[src/rtl/csa_mac_pkg.sv]
`timescale 1ns/1ps
package csa_mac_pkg;

  typedef enum logic [1:0] {
    BSEL_ZERO = 2'd0,
    BSEL_ONE  = 2'd1,
    BSEL_TWO  = 2'd2
  } bsel_e;

  typedef struct packed {
    bsel_e sel;
    logic  neg;
  } booth_dig_t;

  // radix-4 digit from {hi, mid, lo} multiplier bits
  function automatic booth_dig_t booth_decode(input logic [2:0] trip);
    booth_dig_t d;
    unique case (trip)
      3'b001, 3'b010: d = '{sel: BSEL_ONE,  neg: 1'b0};
      3'b011:         d = '{sel: BSEL_TWO,  neg: 1'b0};
      3'b100:         d = '{sel: BSEL_TWO,  neg: 1'b1};
      3'b101, 3'b110: d = '{sel: BSEL_ONE,  neg: 1'b1};
      default:        d = '{sel: BSEL_ZERO, neg: 1'b0};
    endcase
    return d;
  endfunction

endpackage

[src/rtl/csa_mac_booth.sv]
`timescale 1ns/1ps
module csa_mac_booth
  import csa_mac_pkg::*;
#(
  parameter int unsigned OP_W  = 16,
  parameter int unsigned ACC_W = 40
) (
  input  logic [OP_W-1:0]                 mplier_i,
  input  logic [OP_W-1:0]                 mcand_i,
  output logic [OP_W/2-1:0][ACC_W-1:0]    rows_o,
  output logic [ACC_W-1:0]                corr_o,
  output logic [ACC_W-1:0]                sfix_o
);
  localparam int unsigned N_PP = OP_W / 2;
  localparam int unsigned PP_W = OP_W + 1;

  function automatic logic [ACC_W-1:0] sign_fix();
    logic [ACC_W-1:0] s;
    s = '0;
    for (int i = 0; i < int'(N_PP); i++) s = s + (ACC_W'(1) << (PP_W - 1 + 2 * i));
    return -s;
  endfunction

  localparam logic [ACC_W-1:0] SIGN_FIX = sign_fix();

  logic [N_PP-1:0] neg_w;

  for (genvar i = 0; i < int'(N_PP); i++) begin : g_row
    logic [2:0]      trip;
    booth_dig_t      dig;
    logic [PP_W-1:0] mag, raw, ext;

    if (i == 0) begin : g_first
      assign trip = {mplier_i[1:0], 1'b0};
    end else begin : g_rest
      assign trip = mplier_i[2*i+1 : 2*i-1];
    end

    assign dig = booth_decode(trip);

    always_comb begin
      unique case (dig.sel)
        BSEL_ONE: mag = {mcand_i[OP_W-1], mcand_i};
        BSEL_TWO: mag = {mcand_i, 1'b0};
        default:  mag = '0;
      endcase
    end

    assign raw        = dig.neg ? ~mag : mag;   // one's complement only
    assign ext        = {~raw[PP_W-1], raw[PP_W-2:0]};
    assign rows_o[i]  = ACC_W'(ext) << (2 * i);
    assign neg_w[i]   = dig.neg;
  end

  always_comb begin
    corr_o = '0;
    for (int i = 0; i < int'(N_PP); i++) corr_o[2*i] = neg_w[i];
  end

  assign sfix_o = SIGN_FIX;

  // checker: rows + corrections + constant == exact product
  logic [ACC_W-1:0] chk_sum, chk_prod;
  always_comb begin
    chk_sum = corr_o + sfix_o;
    for (int i = 0; i < int'(N_PP); i++) chk_sum = chk_sum + rows_o[i];
    chk_prod = {{(ACC_W-OP_W){mplier_i[OP_W-1]}}, mplier_i} *
               {{(ACC_W-OP_W){mcand_i[OP_W-1]}}, mcand_i};
    AST_BOOTH_SUM: assert (chk_sum == chk_prod);
  end

endmodule

[src/rtl/csa_mac_tree.sv]
`timescale 1ns/1ps
module csa_mac_tree #(
  parameter int unsigned N_IN = 13,
  parameter int unsigned W    = 40
) (
  input  logic [N_IN-1:0][W-1:0] rows_i,
  output logic [W-1:0]           sum_o,
  output logic [W-1:0]           carry_o
);
  logic [W-1:0] cur [N_IN+2];
  logic [W-1:0] nxt [N_IN+2];
  int n, m;

  // 3:2 compressor levels until two rows remain
  always_comb begin
    cur = '{default: '0};
    nxt = '{default: '0};
    for (int k = 0; k < int'(N_IN); k++) cur[k] = rows_i[k];
    n = int'(N_IN);
    m = 0;
    for (int l = 0; l < int'(N_IN); l++) begin
      if (n > 2) begin
        m   = 0;
        nxt = '{default: '0};
        for (int j = 0; j < int'(N_IN); j += 3) begin
          if (j + 2 < n) begin
            nxt[m]   = cur[j] ^ cur[j+1] ^ cur[j+2];
            nxt[m+1] = ((cur[j] & cur[j+1]) | (cur[j] & cur[j+2]) |
                        (cur[j+1] & cur[j+2])) << 1;
            m = m + 2;
          end else if (j < n) begin
            nxt[m] = cur[j];
            m = m + 1;
            if (j + 1 < n) begin
              nxt[m] = cur[j+1];
              m = m + 1;
            end
          end
        end
        cur = nxt;
        n   = m;
      end
    end
    sum_o   = cur[0];
    carry_o = (n > 1) ? cur[1] : '0;
  end

  logic [W-1:0] chk_in;
  always_comb begin
    chk_in = '0;
    for (int k = 0; k < int'(N_IN); k++) chk_in = chk_in + rows_i[k];
    AST_TREE_SUM: assert (W'(sum_o + carry_o) == chk_in);
  end

endmodule

[src/rtl/csa_mac_final.sv]
`timescale 1ns/1ps
module csa_mac_final #(
  parameter int unsigned ACC_W = 40,
  parameter int unsigned LOW_W = 8
) (
  input  logic                   clk_i,
  input  logic                   rst_ni,
  input  logic [ACC_W-1:0]       s_i,
  input  logic [ACC_W-LOW_W-1:0] c_hi_i,
  input  logic                   cy_i,
  input  logic                   vld_i,
  output logic [ACC_W-1:0]       res_o,
  output logic                   res_vld_o
);
  localparam int unsigned HI_W = ACC_W - LOW_W;

  logic [HI_W-1:0] hi_sum;
  assign hi_sum = s_i[ACC_W-1:LOW_W] + c_hi_i + HI_W'(cy_i);

  always_ff @(posedge clk_i or negedge rst_ni) begin
    if (!rst_ni) begin
      res_o     <= '0;
      res_vld_o <= 1'b0;
    end else begin
      res_o     <= {hi_sum, s_i[LOW_W-1:0]};
      res_vld_o <= vld_i;
    end
  end

endmodule

[src/rtl/csa_mac.sv]
`timescale 1ns/1ps
module csa_mac #(
  parameter int unsigned OP_W  = 16,
  parameter int unsigned ACC_W = 40,
  parameter int unsigned LOW_W = 8
) (
  input  logic             clk_i,
  input  logic             rst_ni,
  input  logic             valid_i,
  input  logic             en_i,
  input  logic             clr_i,
  input  logic [OP_W-1:0]  a_i,
  input  logic [OP_W-1:0]  b_i,
  output logic [ACC_W-1:0] res_o,
  output logic             res_vld_o
);
  localparam int unsigned N_PP   = OP_W / 2;
  localparam int unsigned N_ROWS = N_PP + 5;
  localparam int unsigned HI_W   = ACC_W - LOW_W;

  // stage 0: operand capture
  logic            in_vld_q, in_clr_q;
  logic [OP_W-1:0] a_q, b_q;
  logic            take;
  assign take = valid_i & en_i;

  always_ff @(posedge clk_i or negedge rst_ni) begin
    if (!rst_ni) begin
      in_vld_q <= 1'b0;
      in_clr_q <= 1'b0;
      a_q      <= '0;
      b_q      <= '0;
    end else begin
      in_vld_q <= take;
      in_clr_q <= clr_i;
      if (take) begin
        a_q <= a_i;
        b_q <= b_i;
      end
    end
  end

  // stage 1: recoding, merged tree, redundant accumulator
  logic [N_PP-1:0][ACC_W-1:0] pp_rows;
  logic [ACC_W-1:0]           corr, sfix;

  csa_mac_booth #(.OP_W(OP_W), .ACC_W(ACC_W)) u_booth (
    .mplier_i (a_q),
    .mcand_i  (b_q),
    .rows_o   (pp_rows),
    .corr_o   (corr),
    .sfix_o   (sfix)
  );

  logic [ACC_W-1:0] acc_s_q;
  logic [HI_W-1:0]  acc_c_q;
  logic             acc_cy_q;
  logic             acc_vld_q;

  logic [ACC_W-1:0] fb_s, fb_c, fb_cy;
  assign fb_s  = in_clr_q ? '0 : acc_s_q;
  assign fb_c  = in_clr_q ? '0 : {acc_c_q, {LOW_W{1'b0}}};
  assign fb_cy = in_clr_q ? '0 : (ACC_W'(acc_cy_q) << LOW_W);

  logic [N_ROWS-1:0][ACC_W-1:0] tree_rows;
  assign tree_rows = {pp_rows, corr, sfix, fb_s, fb_c, fb_cy};

  logic [ACC_W-1:0] t_sum, t_carry;

  csa_mac_tree #(.N_IN(N_ROWS), .W(ACC_W)) u_tree (
    .rows_i  (tree_rows),
    .sum_o   (t_sum),
    .carry_o (t_carry)
  );

  logic [LOW_W:0] lo_res;
  assign lo_res = {1'b0, t_sum[LOW_W-1:0]} + {1'b0, t_carry[LOW_W-1:0]};

  always_ff @(posedge clk_i or negedge rst_ni) begin
    if (!rst_ni) begin
      acc_s_q   <= '0;
      acc_c_q   <= '0;
      acc_cy_q  <= 1'b0;
      acc_vld_q <= 1'b0;
    end else begin
      acc_vld_q <= in_vld_q;
      if (in_vld_q) begin
        acc_s_q  <= {t_sum[ACC_W-1:LOW_W], lo_res[LOW_W-1:0]};
        acc_c_q  <= t_carry[ACC_W-1:LOW_W];
        acc_cy_q <= lo_res[LOW_W];
      end else if (in_clr_q) begin
        acc_s_q  <= '0;
        acc_c_q  <= '0;
        acc_cy_q <= 1'b0;
      end
    end
  end

  AST_HOLD_IDLE: assert property (@(posedge clk_i) disable iff (!rst_ni)
    (!in_vld_q && !in_clr_q) |=> ($stable(acc_s_q) && $stable(acc_c_q) && $stable(acc_cy_q)));

  AST_CLR_ZERO: assert property (@(posedge clk_i) disable iff (!rst_ni)
    (in_clr_q && !in_vld_q) |=> (acc_s_q == '0 && acc_c_q == '0 && !acc_cy_q));

  // stage 2: upper-field carry-propagate adder
  csa_mac_final #(.ACC_W(ACC_W), .LOW_W(LOW_W)) u_final (
    .clk_i     (clk_i),
    .rst_ni    (rst_ni),
    .s_i       (acc_s_q),
    .c_hi_i    (acc_c_q),
    .cy_i      (acc_cy_q),
    .vld_i     (acc_vld_q),
    .res_o     (res_o),
    .res_vld_o (res_vld_o)
  );

  AST_ACCEPT_LAT: assert property (@(posedge clk_i) disable iff (!rst_ni)
    (valid_i && en_i) |-> ##3 res_vld_o);

  AST_NO_SPURIOUS_VLD: assert property (@(posedge clk_i) disable iff (!rst_ni)
    !(valid_i && en_i) |-> ##3 !res_vld_o);

endmodule

[config.mk]
export PLATFORM = sky130hd
export DESIGN_NAME = csa_mac
export DESIGN_NICKNAME = d
export VERILOG_FILES = /design/src/rtl/csa_mac_pkg.sv /design/src/rtl/csa_mac_booth.sv /design/src/rtl/csa_mac_tree.sv /design/src/rtl/csa_mac_final.sv /design/src/rtl/csa_mac.sv
export SDC_FILE = /design/constraint.sdc
export NUM_CORES = 1
export LEC_CHECK = 0
export BUFFER_PORTS_ARGS = -buffer_cell sky130_fd_sc_hd__buf_2
export CORE_ASPECT_RATIO = 1.2
export CORE_UTILIZATION = 33
export DETAILED_ROUTE_END_ITERATION = 6
export GPL_ROUTABILITY_DRIVEN = 0
export PLACE_DENSITY_LB_ADDON = 0.1
export RECOVER_POWER = 100
export SLEW_MARGIN = 20
export SYNTH_ARGS = -nofsm -noshare
export SYNTH_HDL_FRONTEND = slang
export SYNTH_SLANG_ARGS = --single-unit
[constraint.sdc]
create_clock -name clk_i -period 7.2 [get_ports clk_i]
set_input_delay 1.44 -clock clk_i [delete_from_list [all_inputs] [get_ports clk_i]]
set_output_delay 1.44 -clock clk_i [all_outputs]
set_load 0.05 [all_outputs]
Word-level counts from Yosys, hierarchy flattened
Cells that the tools add are included.

Flip-flop bits (word level): 149. Input bits: 37. Output and inout port bits: 41. Word-level logic and storage cells: 211.

Add/sub/neg operators: 3. Equal/unequal tests: 61. Multiplexer cells: 32. Bitwise logic cells: 90. Reductions and logical operators: 15.

Operators by type and width (count): $and 39x39->39 (20); $or 39x39->39 (18); $xor 40x40->40 (13); $pmux 17 s2 (8); $mux 17 (8); $not 17->17 (8); $mux 40 (3); $pmux 3 s4 (7); $and 39x31->39 (2); $and 9x39->39 (2); $mux 32 (2); $eq 3x3->1 const B (21); $eq 3x2->1 const B (14); $xor 29x40->40 (1); $xor 40x17->40 (1); $xor 40x31->40 (1); $xor 9x40->40 (1); $or 39x23->39 (1); $or 39x29->39 (1); $add 32x1->32 (1); $add 32x32->32 (1); $and 25x29->29 (1); $and 27x29->29 (1); $xor 27x29->29 (1); other kinds (20) (64).

Depth between registers and ports, before layout
Gate-level depths: netlist of run 1.

Word-level depth: 24. Gate-level depth with buffers: 23.

Hierarchy
A second synthesis of run 1 with hierarchy kept.

Cell total of the unflattened synthesis: 2332. Area total of the unflattened synthesis: 23538.8 um2.

Modules (own cells, without submodules): csa_mac_tree (instances 1, cells an instance 978, area each 10681.5 um2, sequential area each 0.0 um2); csa_mac_booth (instances 1, cells an instance 709, area each 5246.3 um2, sequential area each 0.0 um2); csa_mac (instances 1, cells an instance 350, area each 4754.6 um2, sequential area each 2702.6 um2); csa_mac_final (instances 1, cells an instance 295, area each 2856.5 um2, sequential area each 1026.0 um2).

Least setup slack after synthesis of run 1
OpenSTA, ideal clock, no wires.

Path type: register to register. Start: reg a_q[1]. End: reg acc_s_q[7]. Arrival time: 4.821 ns. Setup slack: 2.254 ns. Cell stages (with the launch flop): 20. Clock period less this slack: 4.946 ns. Cells stage by stage: dfrtp_1 > clkbuf_1 > nand2_1 > o21a_1 > ha_1 > nor2b_1 > clkbuf_1 > a22oi_1 > xnor2_1 > fa_1 > ha_1 > inv_1 > fa_1 > fa_1 > inv_1 > ha_1 > ha_1 > a21oi_1 > xnor2_1 > mux2_2.

Cells in the longest elaborated chain, start to end: 23. Elaborated cells on any way between the ends: 73. Classes of those cells: add/sub: 1; eq/ne: 13; mux: 7; bitwise: 50; reduce/logical: 2.

RTL lines: start: declaration (line csa_mac.sv:23) `logic [OP_W-1:0] a_q, b_q;`; start signal: assignment (line csa_mac.sv:37) `a_q <= a_i;`; $eq 3x3->1 (tied with other cells) (line csa_mac_pkg.sv:18) `unique case (trip)`; $reduce_or 2->1 (line csa_mac_pkg.sv:18); $pmux 3 s4 (line csa_mac_pkg.sv:18); $eq 2x2->1 or $eq 2x1->1 (tied branches) (line csa_mac_booth.sv:42) `unique case (dig.sel)`; $pmux 17 s2 (line csa_mac_booth.sv:42); $not 17->17 (line csa_mac_booth.sv:49) `assign raw = dig.neg ? ~mag : mag;`; $mux 17 (line csa_mac_booth.sv:49); $and 19x21->21 or $and 19x23->23 (tied branches) (line csa_mac_tree.sv:28) `nxt[m+1] = ((cur[j] & cur[j+1]) | (cur[j] & cur[j+2]) |`; (+3 left out); $or 39x39->39 (2 in a row) (line csa_mac_tree.sv:28); $xor 40x40->40 (2 in a row) (line csa_mac_tree.sv:27) `nxt[m] = cur[j] ^ cur[j+1] ^ cur[j+2];`; $and 39x39->39 (line csa_mac_tree.sv:28); $or 39x39->39 (2 in a row) (line csa_mac_tree.sv:28); $and 39x39->39 (line csa_mac_tree.sv:28); $or 39x39->39 (2 in a row) (line csa_mac_tree.sv:28); $add 8x8->9 * (line csa_mac.sv:77) `assign lo_res = {1'b0, t_sum[LOW_W-1:0]} + {1'b0, t_carry[LOW_W-1:0]};`; $mux 40 * (line csa_mac.sv:87) `if (in_vld_q) begin`; end signal: assignment (line csa_mac.sv:88) `acc_s_q <= {t_sum[ACC_W-1:LOW_W], lo_res[LOW_W-1:0]};`; end: declaration (line csa_mac.sv:55) `logic [ACC_W-1:0] acc_s_q;`.

Mark *: on every way between the ends. The rest lies on a longest branch, timed or not. A chain may end at the register's enable or synchronous reset.

Worst setup path after layout of run 1
Ends and elaborated chain as after synthesis.

==> results of run 1 <==
[worst register-to-register path: stages, from the launching register on]
cell,delay [ps]
sky130_fd_sc_hd__dfrtp_1,880
sky130_fd_sc_hd__nand2_1,160
sky130_fd_sc_hd__o21a_1,220
sky130_fd_sc_hd__ha_1,340
sky130_fd_sc_hd__nor2b_1,200
sky130_fd_sc_hd__clkbuf_1,480
sky130_fd_sc_hd__a22oi_1,160
sky130_fd_sc_hd__xor2_1,200
sky130_fd_sc_hd__fa_1,580
sky130_fd_sc_hd__fa_1,450
sky130_fd_sc_hd__fa_1,540
sky130_fd_sc_hd__inv_1,50
sky130_fd_sc_hd__fa_1,440
sky130_fd_sc_hd__ha_1,290
sky130_fd_sc_hd__ha_1,320
sky130_fd_sc_hd__xnor2_1,130
sky130_fd_sc_hd__mux2_2,260
[synth_stat cells (all sizes together), types with 45 or more instances]
master,instances,area share (%)
nand2,45,1.0
xor2,85,4.6
nor2,111,2.6
nor2b,78,3.0
xnor2,77,4.2
a22oi,108,5.0
fa,140,17
ha,192,15
inv,291,6.7
clkbuf,89,2.1
mux2,100,6.9
dfrtp,149,23
[final cells by class]
type	instances	area, um2
flip-flops and latches	149	3732
fillers	4971	30710
clock buffers	22	484.2
repair buffers	92	437.9
multi-input cells	1128	10950
clock inverters	10	143.9
inverters	291	1092
well taps	630	788.3
[kinds of logic after synthesis]
kind of cell,Yosys count
buffers and inverters,406
adder cells (fa/ha/maj),332
AND/OR/NAND/NOR,285
AO/OA/AOI/OAI,237
XOR/XNOR,162
flip-flops,149
multiplexers,112
[state kept, by name (all words and copies together), names as in the netlist]
signal	flops
acc_s_q	40
u_final.res_o	40
acc_c_q	32
a_q	16
b_q	16
acc_cy_q	1
acc_vld_q	1
in_clr_q	1
in_vld_q	1
u_final.res_vld_o	1
[path summary, 6_finish.rpt]
path	from	slack (ps)	depth (start not counted)	endpoint
min in group asynchronous	rst_ni	1620	1	u_final.res_o[39]
min reg2reg	acc_vld_q	350	0	u_final.res_vld_o
min	acc_vld_q	350	0	u_final.res_vld_o
max	a_q[1]	1400	16	acc_s_q[7]
max reg2reg	a_q[1]	1400	16	acc_s_q[7]
max in group asynchronous	rst_ni	3830	2	a_q[15]
[metal layers]
layer | global-route usage, % | share of wire [%]
met1 | 21.50 | 45
met2 | 28.23 | 49
met3 | 2.894 | 3.6
met4 | 5.531 | 2.2
met5 | 0 | 0
[metrics by stage]
step | util [%] | setup slack [ps] | area [um2] | hold slack [ps]
3_5_place_dp | 35.36 | 1719 | 17090 | 340.2
5_1_grt | 36.46 | 1140 | 17620 | 366.0
4_1_cts | 36.66 | 1698 | 17720 | 356.3
2_1_floorplan | - | 2254 | 16230 | 331.2
6_report | 36.46 | 1400 | 17620 | 352.5
3_3_place_gp | 35.32 | 1815 | 17070 | 334.8
[cells in the final DEF, fill, tap and decap left out, drive strengths merged, types with 3 or more instances in the layout]
cell / count
buf: 46
o21a: 13
xnor2: 77
clkbuf: 68
a21o: 11
mux2i: 12
or3: 4
nand4: 8
a21oi: 33
nand3: 9
a211oi: 5
o211ai: 4
inv: 293
nand3b: 4
nor2: 111
nand2: 45
mux2: 100
ha: 192
a22oi: 108
o31ai: 3
a22o: 8
o21ai: 23
dfrtp: 149
nor3b: 5
xor2: 85
a211o: 3
nor2b: 78
and2: 9
o21bai: 4
fa: 140
bufinv: 3
a31o: 3
clkinv: 5
nand2b: 5
==> out/qor.yml, run 1 <==
critPathKind: "reg -> reg"
insertedDiodeCount: 0
die_w_um: 204.5
fp-row-count: 88
clock_tree.buffer_depth: 2
finish.net_count: 2048
clock_sinks: 149
first_pass_grt_wire_length_um: 65070
setup-tns-final_ps: 0
layout-area-overhead-vs-synth_pct: 8.588
instances_no_fill: 2322
route.final.wire_length_um: 40100
tightestPinTransition_ps: 3433
post_route_cells_drive_above_1_share_pct: 10.76
synth_top_family_by_area: "adder cells"
failed_checks: "max-capacitance violations, max-slew violations"
worst_clock_skew_ps: 9.712
drtPass1Iterations: 5
cts.repair.resized: 0
timing.critical_path.mode_cell: "sky130_fd_sc_hd__fa_1"
clock-root-buffer: "sky130_fd_sc_hd__clkbuf_16"
initial_antenna_violation_count: 0
placed_cells_incl_taps: 2290
report.final.slew_viol_count: 135
fp.dieH_um: 244.9
synth-edff-count: 0
post_synth_num_cell_types: 58
globalRoute.totalOverflow: 0
achievable-frequency_ghz: 0.1724
timing.critical_path.slowest_stage_cell: "sky130_fd_sc_hd__dfrtp_1"
place.detailed.hpwl_um: 30910
synthArstFlopShare_pct: 100.0
synth_sequential_area_ratio_pct: 22.97
grt_setup_unrepaired: "false"
worst_path_buf_inv: 2
postSynthNetCount: 2052
first_global_vias: 11880
muxShareOfSynthArea_pct: 7.678
final_setup_violation_count: 0
clock_insertion_delay_worst_skew_ps: 470
dr.first_iter.drc_count: 510
synth.avg_cell_area_um2: 9.644
cp_data_arrival_time_ps: 6150
timing.critical_path.fanout_max: 27
synth_seq_cells: 149
top_level_port_count: 78
final.period_utilization_pct: 80.56
cts_hold_buffers: 0
routed_length_per_placed_instance_um: 17.27
synth.yosys.warnings: 0
post_synth_design_cell_area_um2: 16230
grtUsageTotal_pct: 16.73
maxSlewHeadroom_pct: -128.9
path_cells: "nand2_1 > o21a_1 > ha_1 > nor2b_1 > clkbuf_1 > a22oi_1 > xor2_1 > fa_1 > fa_1 > fa_1 > inv_1 > fa_1 > ha_1 > ha_1 > xnor2_1 > mux2_2"
run_status: "finished with violations"
setup.worst_path.end_class: "flip-flop"
drv.max_cap_violation_count: 3
post-route-min-period_ps: 5800
ant_nets: 0
hold_path.class: "reg -> reg"
cts-htree-levels: 4
cts_made_buffers: 17
ys_dominant_reg_cell: "sky130_fd_sc_hd__dfrtp_1"
tritoncts: "built"
post_cts_buffers: 0
placement.io_buffers: 77
crit_required_ps: 7550
cpPeakStageDelay_ps: 880
critical_path.top_delay_family: "adder cells"
dieArea_um2: 50080
viasPerCell: 4.823
vias: 11200
post_synth_xor_area_fraction_pct: 8.742
synth_simple_gate_area_share_pct: 8.595
netlist_instances: 1683
grt_max_degree: 62
detail_route.drc_violations: 0
worst_path_clk_slew_ps: 70
core-area_um2: 48340
initial_utilization_pct: 33.58
hold_viol: 0
synth-compound-area-share_pct: 10.46
worstSetupStartpointType: "flip-flop"
synth_adder_area_share_pct: 32.07
Power of run 1 is left out: the tool's default activity adds up to more than one toggle a clock period on the data nets, which glitch-free logic cannot reach.
==> inputs of run 2 (changes only) <==
clock period = 5 ns   (was 7.2 ns; I/O delays follow)
==> run 2 against run 1 <==
The flow still finishes with violations (max-capacitance violations, max-slew violations); largest cell class unchanged; via count fell by 0.14%; worst hold slack improved by 1.1 ps; wire length up 1.4%; non-clock buffer count grew 36; critical endpoint is now acc_s_q[15].
==> out/qor.yml, run 2 (synthesis gave the netlist of run 1 again) <==
tightestPinTransition_ps: 2219  # was 3433 ps
ant_nets: 0  # unchanged
tritoncts: "built"  # unchanged
critPathKind: "reg -> reg"  # unchanged
vias: 11180  # was 11200
worst_path_clk_slew_ps: 70  # about the same
clock_sinks: 149  # unchanged
timing.critical_path.mode_cell: "sky130_fd_sc_hd__fa_1"  # unchanged
grtUsageTotal_pct: 17.10  # was 16.73%
report.final.slew_viol_count: 186  # was 135
initial_utilization_pct: 33.58  # unchanged
final.period_utilization_pct: 95.44  # was 80.56%
maxSlewHeadroom_pct: -47.94  # was -128.9%
cts_made_buffers: 17  # unchanged
grt_max_degree: 85  # was 62
cts.repair.resized: 0  # unchanged
first_pass_grt_wire_length_um: 66210  # was 65070 um
timing.critical_path.fanout_max: 10  # was 27
mostFrequentLayoutCells: "sky130_fd_sc_hd__inv_1, sky130_fd_sc_hd__ha_1, sky130_fd_sc_hd__dfrtp_1"  # unchanged
timing.critical_path.slowest_stage_cell: "sky130_fd_sc_hd__fa_1"  # was sky130_fd_sc_hd__dfrtp_1
place.detailed.hpwl_um: 32120  # was 30910 um
setup.worst_path.end_class: "flip-flop"  # unchanged
post_cts_buffers: 0  # unchanged
detail_route.drc_violations: 0  # unchanged
finish.net_count: 2084  # was 2048
placement.io_buffers: 77  # unchanged
grt_setup_unrepaired: "true"  # was false
viasPerCell: 4.745  # was 4.823
clock_tree.buffer_depth: 2  # unchanged
fp-row-count: 88  # unchanged
dr.first_iter.drc_count: 524  # was 510
path_cells: "nor2_1 > nand2_1 > o21a_1 > ha_1 > nor2b_4 > buf_4 > a22oi_1 > xor2_1 > fa_1 > inv_1 > fa_1 > inv_1 > fa_1 > inv_1 > fa_1 > fa_1 > mux2_2"  # was nand2_1 > o21a_1 > ha_1 > nor2b_1 > clkbuf_1 > a22oi_1 > xor2_1 > fa_1 > fa_1 > fa_1 > inv_1 > fa_1 > ha_1 > ha_1 > xnor2_1 > mux2_2
worstSetupStartpointType: "flip-flop"  # unchanged
achievable-frequency_ghz: 0.2096  # was 0.1724 GHz
clock_insertion_delay_worst_skew_ps: 470  # about the same
layout-area-overhead-vs-synth_pct: 10.34  # was 8.588%
core-area_um2: 48340  # unchanged
crit_required_ps: 5350  # was 7550 ps
run_status: "finished with violations"  # unchanged
initial_antenna_violation_count: 0  # unchanged
final_setup_violation_count: 0  # unchanged
worst_hold_path.num_cells: 0  # unchanged
worstRegToRegCells: 17  # was 16
die_w_um: 204.5  # unchanged
final_common_cell: "sky130_fd_sc_hd__inv_1"  # unchanged
biggest_regs: "acc_s_q x40, u_final.res_o x40, acc_c_q x32"  # unchanged
fin_area_um2: 17910  # was 17620 um2
insertedDiodeCount: 0  # unchanged
globalRoute.totalOverflow: 0  # unchanged
fp.dieH_um: 244.9  # unchanged
cts-htree-levels: 4  # unchanged
clock-root-buffer: "sky130_fd_sc_hd__clkbuf_16"  # unchanged
cpPeakStageDelay_ps: 520  # was 880 ps
cts_hold_buffers: 0  # unchanged
route.final.wire_length_um: 40670  # was 40100 um
post_route_cells_drive_above_1_share_pct: 13.14  # was 10.76%
hold_viol: 0  # unchanged
dieArea_um2: 50080  # unchanged
top_level_port_count: 78  # unchanged
routed_length_per_placed_instance_um: 17.26  # was 17.27 um
post-route-min-period_ps: 4772  # was 5800 ps
drtPass1Iterations: 6  # was 5
first_global_vias: 12010  # was 11880
failed_checks: "max-capacitance violations, max-slew violations"  # unchanged
cp_data_arrival_time_ps: 5120  # was 6150 ps
worst_clock_skew_ps: 11.20  # was 9.712 ps
placed_area_um2: 17360  # was 17090 um2
drv.max_cap_violation_count: 3  # unchanged
fillCellCount: 4968  # was 4971
hold_path.class: "reg -> reg"  # unchanged
==> run 2: worst paths after layout <==
check,startpoint,end,slack [ps]
min in group asynchronous,rst_ni,in_clr_q,1130
worst max-delay path,a_q[2],acc_s_q[15],230
worst min-delay path,acc_vld_q,u_final.res_vld_o,350
worst max register to register,a_q[2],acc_s_q[15],230
worst min register to register,acc_vld_q,u_final.res_vld_o,350
max in group asynchronous,rst_ni,acc_c_q[18],1230
==> run 2: metrics by stage <==
step	setup TNS, ps	hold WS (ps)	util (%)	std cells	setup WS (ps)
2_1_floorplan	0	331.2	-	1683	54.06
3_3_place_gp	0	337.9	35.92	2326	153.6
3_5_place_dp	0	341.0	35.92	2326	65.97
4_1_cts	0	356.7	37.18	2357	66.66
5_1_grt	-13.79	367.4	37.05	2357	-13.79
6_report	0	353.6	37.05	2357	228.1
==> run 2: worst max-delay path, delay by kind of cell (launching register included) <==
kind	cells	cell delay, ps
mux	1	260
xor+xnor	1	200
compound gates	2	230
fa+ha+maj	6	2810
simple gates	3	360
buf+inv	4	350
flops	1	420
==> run 2: final cells by class <==
type,count,area [um2],share of cell area [%]
clock buffer,22,494.2,2.760
inverter,291,1092,6.099
sequential,149,3732,20.84
multi-input combinational,1128,10980,61.31
timing repair buffer,128,706.9,3.947
clock inverter,9,115.1,0.6428
tap,630,788.3,4.402
==> run 2: metal layers <==
metal | share of wire [%] | GRT usage (%)
met5 | 0 | 0
met4 | 1.8 | 5.136
met3 | 2.2 | 2.111
met2 | 50 | 29.72
met1 | 46 | 21.95
Power of run 2 is left out for the same reason.
==> inputs of run 3 (changes only) <==
SETUP_SLACK_MARGIN = 0.5   (was not set)
==> run 3 against run 2 <==
The run still ends with max-capacitance violations, max-slew violations left; final area up 2.8%; register-to-register slack gained 30 ps; fmax up 0.71%; via count rose by 1.4%; die area unchanged; sequential cell count stayed put; first-iteration DRC count down 20%; global-route usage fell by 0.15 points; critical path depth fell by 1; clock skew fell by 1.9 ps.
==> out/qor.yml, run 3 (synthesis gave the netlist of run 1 again) <==
die_w_um: 204.5  # unchanged
initial_antenna_violation_count: 0  # unchanged
setup-tns-final_ps: 0  # unchanged
drtPass1Iterations: 7  # was 6
clock_insertion_delay_worst_skew_ps: 460  # was 470 ps
ant_nets: 0  # unchanged
route.final.wire_length_um: 40450  # was 40670 um
worst_path_buf_inv: 4  # unchanged
cp_data_arrival_time_ps: 5080  # was 5120 ps
clock_tree.buffer_depth: 2  # unchanged
crit_required_ps: 5340  # was 5350 ps
vias: 11340  # was 11180
post-route-min-period_ps: 4738  # was 4772 ps
maxSlewHeadroom_pct: -152.9  # was -47.94%
reg2reg_from: "a_q[6]"  # was a_q[2]
met3RoutedLength_um: 839  # was 876 um
report.final.slew_viol_count: 144  # was 186
critical_path.top_delay_family: "adder cells"  # unchanged
cts_hold_buffers: 0  # unchanged
worst_path_clk_slew_ps: 70  # about the same
cts-htree-levels: 4  # unchanged
routedLengthMet1_um: 18280  # was 18640 um
post_route_cells_drive_above_1_share_pct: 17.88  # was 13.14%
worstSetupStartpointType: "flip-flop"  # unchanged
r2r_setup_slack_ps: 260  # was 230 ps
failed_checks: "max-capacitance violations, max-slew violations"  # unchanged
run_status: "finished with violations"  # unchanged
detail_route.drc_violations: 0  # unchanged
viasPerCell: 4.786  # was 4.745
final_common_cell: "sky130_fd_sc_hd__inv_1"  # unchanged
top_layer_used: "met4"  # unchanged
clock_sinks: 149  # unchanged
fillCellCount: 4939  # was 4968
timing.critical_path.fanout_max: 5  # was 10
dieArea_um2: 50080  # unchanged
first_pass_grt_wire_length_um: 65920  # was 66210 um
top_level_port_count: 78  # unchanged
final_setup_violation_count: 0  # unchanged
timing.critical_path.slowest_stage_cell: "sky130_fd_sc_hd__fa_1"  # unchanged
whs_endpoint: "u_final.res_vld_o"  # unchanged
sequential_cell_area_um2: 3736  # was 3732 um2
path_cells: "nand2_1 > o21a_1 > inv_1 > ha_1 > nor2b_4 > buf_4 > a22oi_1 > xnor2_1 > fa_1 > fa_1 > inv_2 > fa_1 > inv_2 > fa_1 > fa_1 > mux2_2"  # was nor2_1 > nand2_1 > o21a_1 > ha_1 > nor2b_4 > buf_4 > a22oi_1 > xor2_1 > fa_1 > inv_1 > fa_1 > inv_1 > fa_1 > inv_1 > fa_1 > fa_1 > mux2_2
achievable-frequency_ghz: 0.2111  # was 0.2096 GHz
place.detailed.hpwl_um: 31920  # was 32120 um
core-area_um2: 48340  # unchanged
hold_viol: 0  # unchanged
worst-path-stages: 16  # was 17
initial_utilization_pct: 33.58  # unchanged
multi_input_comb_area_um2: 11380  # was 10980 um2
setup.worst_path.end_class: "flip-flop"  # unchanged
globalRoute.totalOverflow: 0  # unchanged
met2_length_um: 20840  # was 20440 um
min_from: "acc_vld_q"  # unchanged
final.period_utilization_pct: 94.76  # was 95.44%
worst_clock_skew_ps: 9.312  # was 11.20 ps
dr.first_iter.drc_count: 420  # was 524
timing.critical_path.mode_cell: "sky130_fd_sc_hd__fa_1"  # unchanged
placement.io_buffers: 77  # unchanged
routed_length_per_placed_instance_um: 17.07  # was 17.26 um
finish.net_count: 2096  # was 2084
regToRegEndpoint: "acc_s_q[17]"  # was acc_s_q[15]
layout-area-overhead-vs-synth_pct: 13.44  # was 10.34%
fp.dieH_um: 244.9  # unchanged
hold_path.class: "reg -> reg"  # unchanged
grt_max_degree: 63  # was 85
clock-root-buffer: "sky130_fd_sc_hd__clkbuf_16"  # unchanged
grtUsageTotal_pct: 16.95  # was 17.10%
mostFrequentLayoutCells: "sky130_fd_sc_hd__inv_1, sky130_fd_sc_hd__ha_1, sky130_fd_sc_hd__dfrtp_1"  # unchanged
tritoncts: "built"  # unchanged
worst_hold_path.num_cells: 0  # unchanged
cpPeakStageDelay_ps: 580  # was 520 ps
biggest_regs: "acc_s_q x40, u_final.res_o x40, acc_c_q x32"  # unchanged
critPathKind: "reg -> reg"  # unchanged
tightestPinTransition_ps: 3793  # was 2219 ps
worstRegToRegCells: 16  # was 17
drv.max_cap_violation_count: 3  # unchanged
fp-row-count: 88  # unchanged
cts_made_buffers: 17  # unchanged
first_global_vias: 12100  # was 12010
grt_setup_unrepaired: "true"  # unchanged
-- run 3: cell types whose count changed in the layout (fill, tap and decap cells not counted), moves of 12 or more --
cell / previous run / this run
sky130_fd_sc_hd__a22oi_1: 108 / 94
sky130_fd_sc_hd__a22oi_2: 0 / 14
sky130_fd_sc_hd__ha_4: 0 / 13
sky130_fd_sc_hd__inv_1: 291 / 278
sky130_fd_sc_hd__inv_2: 0 / 13
sky130_fd_sc_hd__ha_1: 188 / 176
-- run 3: repair_timing --
action / in CTS / in global routing
gates resized for setup: 52 / 69
setup buffers: 16 / 7
cloned: 1 / 0
pin swaps: 37 / 44
endpoints found under the setup margin: 35 / 35
-- run 3: worst max path at each step --
stage | from | end | slack [ps]
3_3_place_gp | a_q[3] | acc_s_q[17] | 260
4_1_cts | a_q[6] | acc_s_q[7] | 380
3_5_place_dp | a_q[3] | acc_s_q[7] | 220
2_1_floorplan | a_q[1] | acc_s_q[7] | 490
5_1_grt | a_q[6] | acc_s_q[17] | 110
6_report | a_q[6] | acc_s_q[17] | 260
-- run 3: per-stage QoR --
stage	std cells	util (%)	setup slack [ps]	instance area [um2]	hold slack, ps
finish	2370	38.09	261.9	18410	349.0
global route	2369	38.09	105.7	18410	370.5
CTS	2362	37.82	378.4	18280	350.6
detailed placement	2314	35.88	221.6	17350	334.7
global placement	2314	35.88	258.6	17350	335.4
floorplan	1683	-	493.9	16380	331.2
-- run 3: area by class of cell --
type                            count  area share (%)
Antenna cell                        1         0.01359
Clock buffer                       20           2.480
Clock inverter                     11          0.5436
Inverter                          291           5.932
Multi-Input combinational cell   1128           61.82
Sequential cell                   149           20.29
Tap cell                          630           4.281
Timing Repair Buffer              140           4.641
-- run 3: metal layers --
metal	vias up	global-route usage [%]
li1	5528	-
met1	5648	21.67
met2	144	29.88
met3	23	1.819
met4	0	4.873
met5	-	0
Power of run 3 is left out for the same reason.
